## src/rtl/dsadc_pkg.sv

```systemverilog
package dsadc_pkg;
  typedef enum logic [2:0] {
    MUX_ZERO      = 3'd0,
    MUX_SAMPLE    = 3'd1,
    MUX_REF_POS   = 3'd2,
    MUX_REF_NEG   = 3'd3,
    MUX_RST_PULSE = 3'd4
  } mux_sel_e;

  typedef enum logic [2:0] {
    PH_IDLE,
    PH_RSTP,
    PH_INTEG,
    PH_LAT,
    PH_RUNDN,
    PH_DONE
  } phase_e;
endpackage

```

## src/rtl/dsadc_sync.sv

```systemverilog
module dsadc_sync #(
  parameter int WIDTH  = 2,
  parameter int STAGES = 2
) (
  input  logic             clk_i,
  input  logic             rst_ni,
  input  logic [WIDTH-1:0] d_i,
  output logic [WIDTH-1:0] q_o
);
  logic [STAGES-1:0][WIDTH-1:0] stg_q;

  generate
    if (STAGES == 1) begin : g_one
      always_ff @(posedge clk_i or negedge rst_ni) begin
        if (!rst_ni) stg_q <= '0;
        else         stg_q <= d_i;
      end
    end else begin : g_chain
      always_ff @(posedge clk_i or negedge rst_ni) begin
        if (!rst_ni) stg_q <= '0;
        else         stg_q <= {stg_q[STAGES-2:0], d_i};
      end
    end
  endgenerate

  assign q_o = stg_q[STAGES-1];
endmodule

```

## src/rtl/dsadc_mag.sv

```systemverilog
module dsadc_mag #(
  parameter int N_BITS = 4
) (
  input  logic              clk_i,
  input  logic              rst_ni,
  input  logic              clr_i,
  input  logic              en_i,
  input  logic              hit_i,
  output logic [N_BITS-1:0] cnt_o,
  output logic              stop_o
);
  localparam logic [N_BITS-1:0] CNT_MAX = '1;

  logic [N_BITS-1:0] cnt_q;
  logic              stop_q;

  always_ff @(posedge clk_i or negedge rst_ni) begin
    if (!rst_ni) begin
      cnt_q  <= '0;
      stop_q <= 1'b0;
    end else if (clr_i) begin
      cnt_q  <= '0;
      stop_q <= 1'b0;
    end else if (en_i && !stop_q) begin
      if (hit_i)                stop_q <= 1'b1;
      else if (cnt_q != CNT_MAX) cnt_q <= cnt_q + 1'b1;
    end
  end

  assign cnt_o  = cnt_q;
  assign stop_o = stop_q;
endmodule

```

## src/rtl/dsadc_seq.sv

```systemverilog
module dsadc_seq
  import dsadc_pkg::*;
#(
  parameter int N_BITS = 4,
  parameter int T_LAT  = 2,
  parameter int T_DEL  = 2,
  parameter int T_LOW  = 2
) (
  input  logic              clk_i,
  input  logic              rst_ni,
  input  logic              start_i,
  input  logic              cmp_pos_i,
  input  logic              cmp_neg_i,
  input  logic [N_BITS-1:0] cnt_i,
  input  logic              stop_i,
  output logic              clr_o,
  output logic              run_o,
  output logic              hit_o,
  output logic              done_o,
  output logic              sign_o,
  output logic              amp_low_o,
  output mux_sel_e          mux_sel_o
);
  localparam int WIN  = 2 ** N_BITS;
  localparam int TM1  = (T_DEL > T_LAT) ? T_DEL : T_LAT;
  localparam int TMAX = (WIN > TM1) ? WIN : TM1;
  localparam int TW   = $clog2(TMAX + 1);

  phase_e        ph_q, ph_d;
  logic [TW-1:0] tmr_q, tmr_d;
  logic          sign_q, low_q;
  logic          tmr_end;

  assign tmr_end = (tmr_q == '0);

  always_comb begin
    ph_d  = ph_q;
    tmr_d = tmr_end ? tmr_q : tmr_q - TW'(1);
    unique case (ph_q)
      PH_IDLE:  if (start_i) begin ph_d = PH_RSTP;  tmr_d = TW'(T_DEL - 1); end
      PH_RSTP:  if (tmr_end) begin ph_d = PH_INTEG; tmr_d = TW'(WIN - 1);   end
      PH_INTEG: if (tmr_end) begin ph_d = PH_LAT;   tmr_d = TW'(T_LAT - 1); end
      PH_LAT:   if (tmr_end) begin ph_d = PH_RUNDN; tmr_d = TW'(WIN - 1);   end
      PH_RUNDN: if (tmr_end) ph_d = PH_DONE;
      PH_DONE:  ph_d = PH_IDLE;
      default:  ph_d = PH_IDLE;
    endcase
  end

  always_ff @(posedge clk_i or negedge rst_ni) begin
    if (!rst_ni) begin
      ph_q   <= PH_IDLE;
      tmr_q  <= '0;
      sign_q <= 1'b0;
      low_q  <= 1'b0;
    end else begin
      ph_q  <= ph_d;
      tmr_q <= tmr_d;
      if (ph_q == PH_INTEG) sign_q <= cmp_pos_i;
      if (ph_q == PH_DONE)  low_q  <= (int'(cnt_i) < T_LOW);
    end
  end

  // crossing: the comparator on the input's own side has dropped
  assign hit_o     = sign_q ? !cmp_pos_i : !cmp_neg_i;
  assign clr_o     = (ph_q == PH_INTEG);
  assign run_o     = (ph_q == PH_RUNDN);
  assign done_o    = (ph_q == PH_DONE);
  assign sign_o    = sign_q;
  assign amp_low_o = low_q && (ph_q == PH_RSTP);

  always_comb begin
    unique case (ph_q)
      PH_RSTP:  mux_sel_o = MUX_RST_PULSE;
      PH_INTEG: mux_sel_o = MUX_SAMPLE;
      PH_LAT:   mux_sel_o = sign_q ? MUX_REF_NEG : MUX_REF_POS;
      PH_RUNDN: mux_sel_o = stop_i ? MUX_ZERO : (sign_q ? MUX_REF_NEG : MUX_REF_POS);
      default:  mux_sel_o = MUX_ZERO;
    endcase
  end
endmodule

```

## src/rtl/dsadc_ctrl.sv

```systemverilog
module dsadc_ctrl
  import dsadc_pkg::*;
#(
  parameter int N_BITS = 4,
  parameter int T_LAT  = 2,
  parameter int T_DEL  = 2,
  parameter int T_LOW  = 2,
  parameter int SYNC_STAGES = 2
) (
  input  logic              clk_i,
  input  logic              rst_ni,
  input  logic              start_i,
  input  logic              cmp_pos_i,
  input  logic              cmp_neg_i,
  output logic [2:0]        mux_sel_o,
  output logic              amp_low_o,
  output logic              cnt_en_o,
  output logic [N_BITS:0]   result_o,
  output logic              valid_o
);
  logic [1:0]        cmp_s;
  logic [N_BITS-1:0] cnt;
  logic              stop, clr, run, hit, done, sign;
  mux_sel_e          mux_sel;
  logic [N_BITS:0]   result_q;
  logic              valid_q;

  dsadc_sync #(.WIDTH(2), .STAGES(SYNC_STAGES)) i_sync (
    .clk_i  (clk_i),
    .rst_ni (rst_ni),
    .d_i    ({cmp_pos_i, cmp_neg_i}),
    .q_o    (cmp_s)
  );

  dsadc_seq #(.N_BITS(N_BITS), .T_LAT(T_LAT), .T_DEL(T_DEL), .T_LOW(T_LOW)) i_seq (
    .clk_i     (clk_i),
    .rst_ni    (rst_ni),
    .start_i   (start_i),
    .cmp_pos_i (cmp_s[1]),
    .cmp_neg_i (cmp_s[0]),
    .cnt_i     (cnt),
    .stop_i    (stop),
    .clr_o     (clr),
    .run_o     (run),
    .hit_o     (hit),
    .done_o    (done),
    .sign_o    (sign),
    .amp_low_o (amp_low_o),
    .mux_sel_o (mux_sel)
  );

  dsadc_mag #(.N_BITS(N_BITS)) i_mag (
    .clk_i  (clk_i),
    .rst_ni (rst_ni),
    .clr_i  (clr),
    .en_i   (run),
    .hit_i  (hit),
    .cnt_o  (cnt),
    .stop_o (stop)
  );

  always_ff @(posedge clk_i or negedge rst_ni) begin
    if (!rst_ni) begin
      result_q <= '0;
      valid_q  <= 1'b0;
    end else begin
      valid_q <= done;
      if (done) result_q <= {sign, cnt};
    end
  end

  assign mux_sel_o = mux_sel;
  assign cnt_en_o  = run && !stop;
  assign result_o  = result_q;
  assign valid_o   = valid_q;
endmodule

```

## config.mk

```make
export PLATFORM = sky130hd
export DESIGN_NAME = dsadc_ctrl
export DESIGN_NICKNAME = d
export VERILOG_FILES = /design/src/rtl/dsadc_pkg.sv /design/src/rtl/dsadc_sync.sv /design/src/rtl/dsadc_mag.sv /design/src/rtl/dsadc_seq.sv /design/src/rtl/dsadc_ctrl.sv
export SDC_FILE = /design/constraint.sdc
export NUM_CORES = 1
export LEC_CHECK = 0
export BUFFER_PORTS_ARGS = -buffer_cell sky130_fd_sc_hd__buf_2
export CORE_MARGIN = 10
export CORE_UTILIZATION = 40
export CTS_CLUSTER_SIZE = 12
export DETAILED_ROUTE_END_ITERATION = 12
export GPL_TIMING_DRIVEN = 0
export HOLD_SLACK_MARGIN = 0.02
export PLACE_DENSITY = 0.59
export SLEW_MARGIN = 40
export SYNTH_ARGS = -nofsm -noshare
export SYNTH_HDL_FRONTEND = slang
export SYNTH_SLANG_ARGS = --single-unit
```

## constraint.sdc

```tcl
create_clock -name clk_i -period 1.7 [get_ports clk_i]
set_input_delay 0.34 -clock clk_i [delete_from_list [all_inputs] [get_ports clk_i]]
set_output_delay 0.34 -clock clk_i [all_outputs]
set_load 0.01 [all_outputs]
```

==> results.cfg <==
[outcome]
run_status = complete, but fails checks
violations = setup timing

[clock_network]
ctsRootBufferMaster = clkbuf_4
cts_buffer_depth = 2
cts_buffers = 3
insertion_delay_ns = 0.33
cts_tree = done
cts_htree_levels = 1
clkTransAtPathRegs_ns = 0.15
cts.sinks = 25

[min_path]
hp-start = cmp_pos_i
holdPathEnd = i_sync.stg_q[1]
whs_path_depth = 1
hp-class = primary input to register

[layout]
drive_gt1_share_pct = 37.6
layout.cells.non_filler = 172
layout.nets = 150
final_area_um2 = 1530
fillers = 247
final-seq-area_um2 = 626
insertedDiodeCount = 0
multiInputGateArea_um2 = 539
area_growth_pct = 28.0

[critical_path]
max_stage_delay_ns = 0.44
worstSetupEndpointType = output port
cp_slowest_cell = dfrtp_1
r2r_end = i_seq.tmr_q[0]
critPathBufInv = 2
crit_chain = buf_6 > nor4b_4 > a21o_1 > buf_6
cp_max_fo = 3
crit_type = register to output port
r2r_slack_ns = 0.12
cp_common_cell = buf_6
cp.required_ns = 1.36
r2r-start = i_seq.tmr_q[0]
cp.arrival_ns = 1.45
cp-start-kind = register
ff2ff_path_depth = 6
crit_family = flip-flops

[floorplanning]
core_um2 = 2810
start_util_pct = 42.6
fp.dieW_um = 74.7
die_h_um = 74.7
rows = 19
ios = 16
dieArea_um2 = 5580

[logic_synthesis]
syn_area_um2 = 1200
ys_seq_elements = 25
synthFlopType = dfrtp_1
synth_top_area_cell = dfrtp_1
yosysWarnings = 0
synth-seq-area-share_pct = 52.3
synth_edf_count = 0
avgSynthCellArea_um2 = 11.2
yosysUniqueCellTypes = 32
synth_top_area_share_pct = 52.3
yosys-top-cells-area = dfrtp_1, mux2_2, mux2i_1
netlist_instances = 107
synth_most_common_cell = dfrtp_1
synth_common_cells = dfrtp_1, inv_1, nand2_1
syn-num-nets = 115
ys_async_sr_fraction_pct = 100

[timing]
setup_tns_ns = -0.172
setup_ws_ns = -0.0880
min_period_over_period_pct = 105
max_freq_mhz = 559
hold_violations = 0
fin_worst_skew_ns = 0.0167
rsz0062_at_grt = true
finalSetupViolCount = 4
drv_slew = 0
tightest_slew_ns = 0.552
min_period_ns = 1.79
max_slew_margin_pct = 63.2

[global_routing]
grt_usage_pct = 9.96
antenna_found_initial = 0
grt_pass1_vias = 958
grt_max_degree = 26
grt-ovfl-total = 0
grt_first_pass_wirelength_um = 4370

[pwr]
p_leak_nw = 0.771
ir_drop_mv = 0.825
powerDensity_nw_per_um2 = 1570

[placement]
dpl_cell_area_um2 = 1310
port_buffers = 15
dpl.cell_count = 153
gp_congestion = 0.795
dp_hpwl_um = 1770

[route]
dr.pass1.iters = 4
drt_iter0_drc = 24
antenna_left = 0
routed_via_density = 5.41
routed_wl_um = 2590
vias = 930
drc_errors = 0
wire_per_inst_um = 15.0

[flow_run]
cap_violations = 0
-- layer usage --
| layer | part of all wire, % | global-route usage [%] | vias up | routed length, um |
|---|---|---|---|---|
| met5 | 0 | 0 | - | 0 |
| met4 | 0.62 | 3.78 | 0 | 16 |
| met3 | 5.8 | 3.42 | 2 | 151 |
| met2 | 49 | 16.9 | 17 | 1280 |
| met1 | 44 | 11.3 | 466 | 1140 |
| li1 | - | - | 445 | - |
-- final cells by class --
class	instances	share of cell area, %
inverters	12	3.10
clock buffers	3	1.47
clock inverters	1	0.490
flip-flops and latches	25	40.8
multi-input cells	66	35.2
repair buffers	30	13.7
plain buffers	4	2.61
well taps	31	2.53
-- layout by cell type, fill, tap and decap left out, types with 2 or more instances in the layout --
master,count
dfrtp_1,25
buf_2,13
buf_4,12
inv_1,10
nand2_1,8
mux2_2,7
buf_6,6
o21ai_0,6
mux2i_1,5
a21oi_1,4
nor2_1,4
nand3_1,3
clkbuf_4,3
nor4b_4,2
nor3_1,2
xnor2_1,2
nand4_1,2
ha_1,2
-- worst register-to-register path: stages, from the launching register on --
cell and delay [ns]:
dfrtp_1 0.42, inv_1 0.07, ha_2 0.20, nor4b_4 0.24
inv_2 0.10, ha_1 0.29, o32a_1 0.17
-- stage by stage --
step / power [W] / hold slack, ns / setup WS [ns] / utilization [%]
after CTS: 0.00225 / 0.104 / -0.115 / 51.6
after detailed placement: 0.00179 / 0.340 / -0.00908 / 46.7
after global routing: 0.00260 / 0.0977 / -0.163 / 54.6
after global placement: 0.00175 / 0.333 / 0.0237 / 46.7
after floorplan: 0.00151 / 0.0444 / 0.140 / -
final: 0.00241 / 0.120 / -0.0880 / 54.6
-- state kept, by name, indices dropped and copies added, names as in the netlist --
name	flops
i_seq.sign_o	1
i_seq.low_q	1
valid_o	1
i_sync.q_o	2
i_mag.cnt_o	4
i_mag.stop_o	1
result_o	5
i_seq.ph_q	3
i_sync.stg_q	2
i_seq.tmr_q	5
-- how the worst max path moves through the flow --
| stage | from | to | slack, ns | cells past startpoint |
|---|---|---|---|---|
| 6_report | i_seq.ph_q[0] | mux_sel_o[1] | -0.09 | 4 |
| 5_1_grt | i_seq.ph_q[0] | mux_sel_o[1] | -0.16 | 4 |
| 3_3_place_gp | i_seq.ph_q[1] | mux_sel_o[0] | 0.02 | 5 |
| 3_5_place_dp | i_seq.tmr_q[0] | i_seq.tmr_q[0] | -0.009 | 6 |
| 4_1_cts | i_seq.ph_q[1] | mux_sel_o[1] | -0.11 | 4 |
| 2_1_floorplan | i_seq.ph_q[0] | amp_low_o | 0.14 | 4 |
-- where the power goes --
part           total (W)  internal [W]  switching (W)
registers       0.000897      0.000749       0.000148
logic            0.00124      0.000662       0.000575
clock network   0.000277     0.0000899       0.000187
total            0.00241       0.00150       0.000910
-- repair_timing --
| item | CTS | global route |
|---|---|---|
| setup buffers | 9 | 5 |
| resized for setup | 10 | 11 |
| endpoints found under the hold margin | 25 | 0 |
| pin swaps | 4 | 3 |
| endpoints found under the setup margin | 7 | 7 |
| hold buffers | 1 | 0 |
-- cell families (layout without fill, tap and decap cells) --
logic type | count (synthesis) | after routing | share of synthesized area, %
AO/OA/AOI/OAI | 17 | 17 | 9.10
adder cells (fa/ha/maj) | 3 | 3 | 3.14
XOR/XNOR | 2 | 2 | 1.46
buffers and inverters | 16 | 50 | 5.23
AND/OR/NAND/NOR | 32 | 32 | 18.0
flip-flops | 25 | 25 | 52.3
multiplexers | 12 | 12 | 10.8
Note: power is estimated with default switching activity, not from simulation.
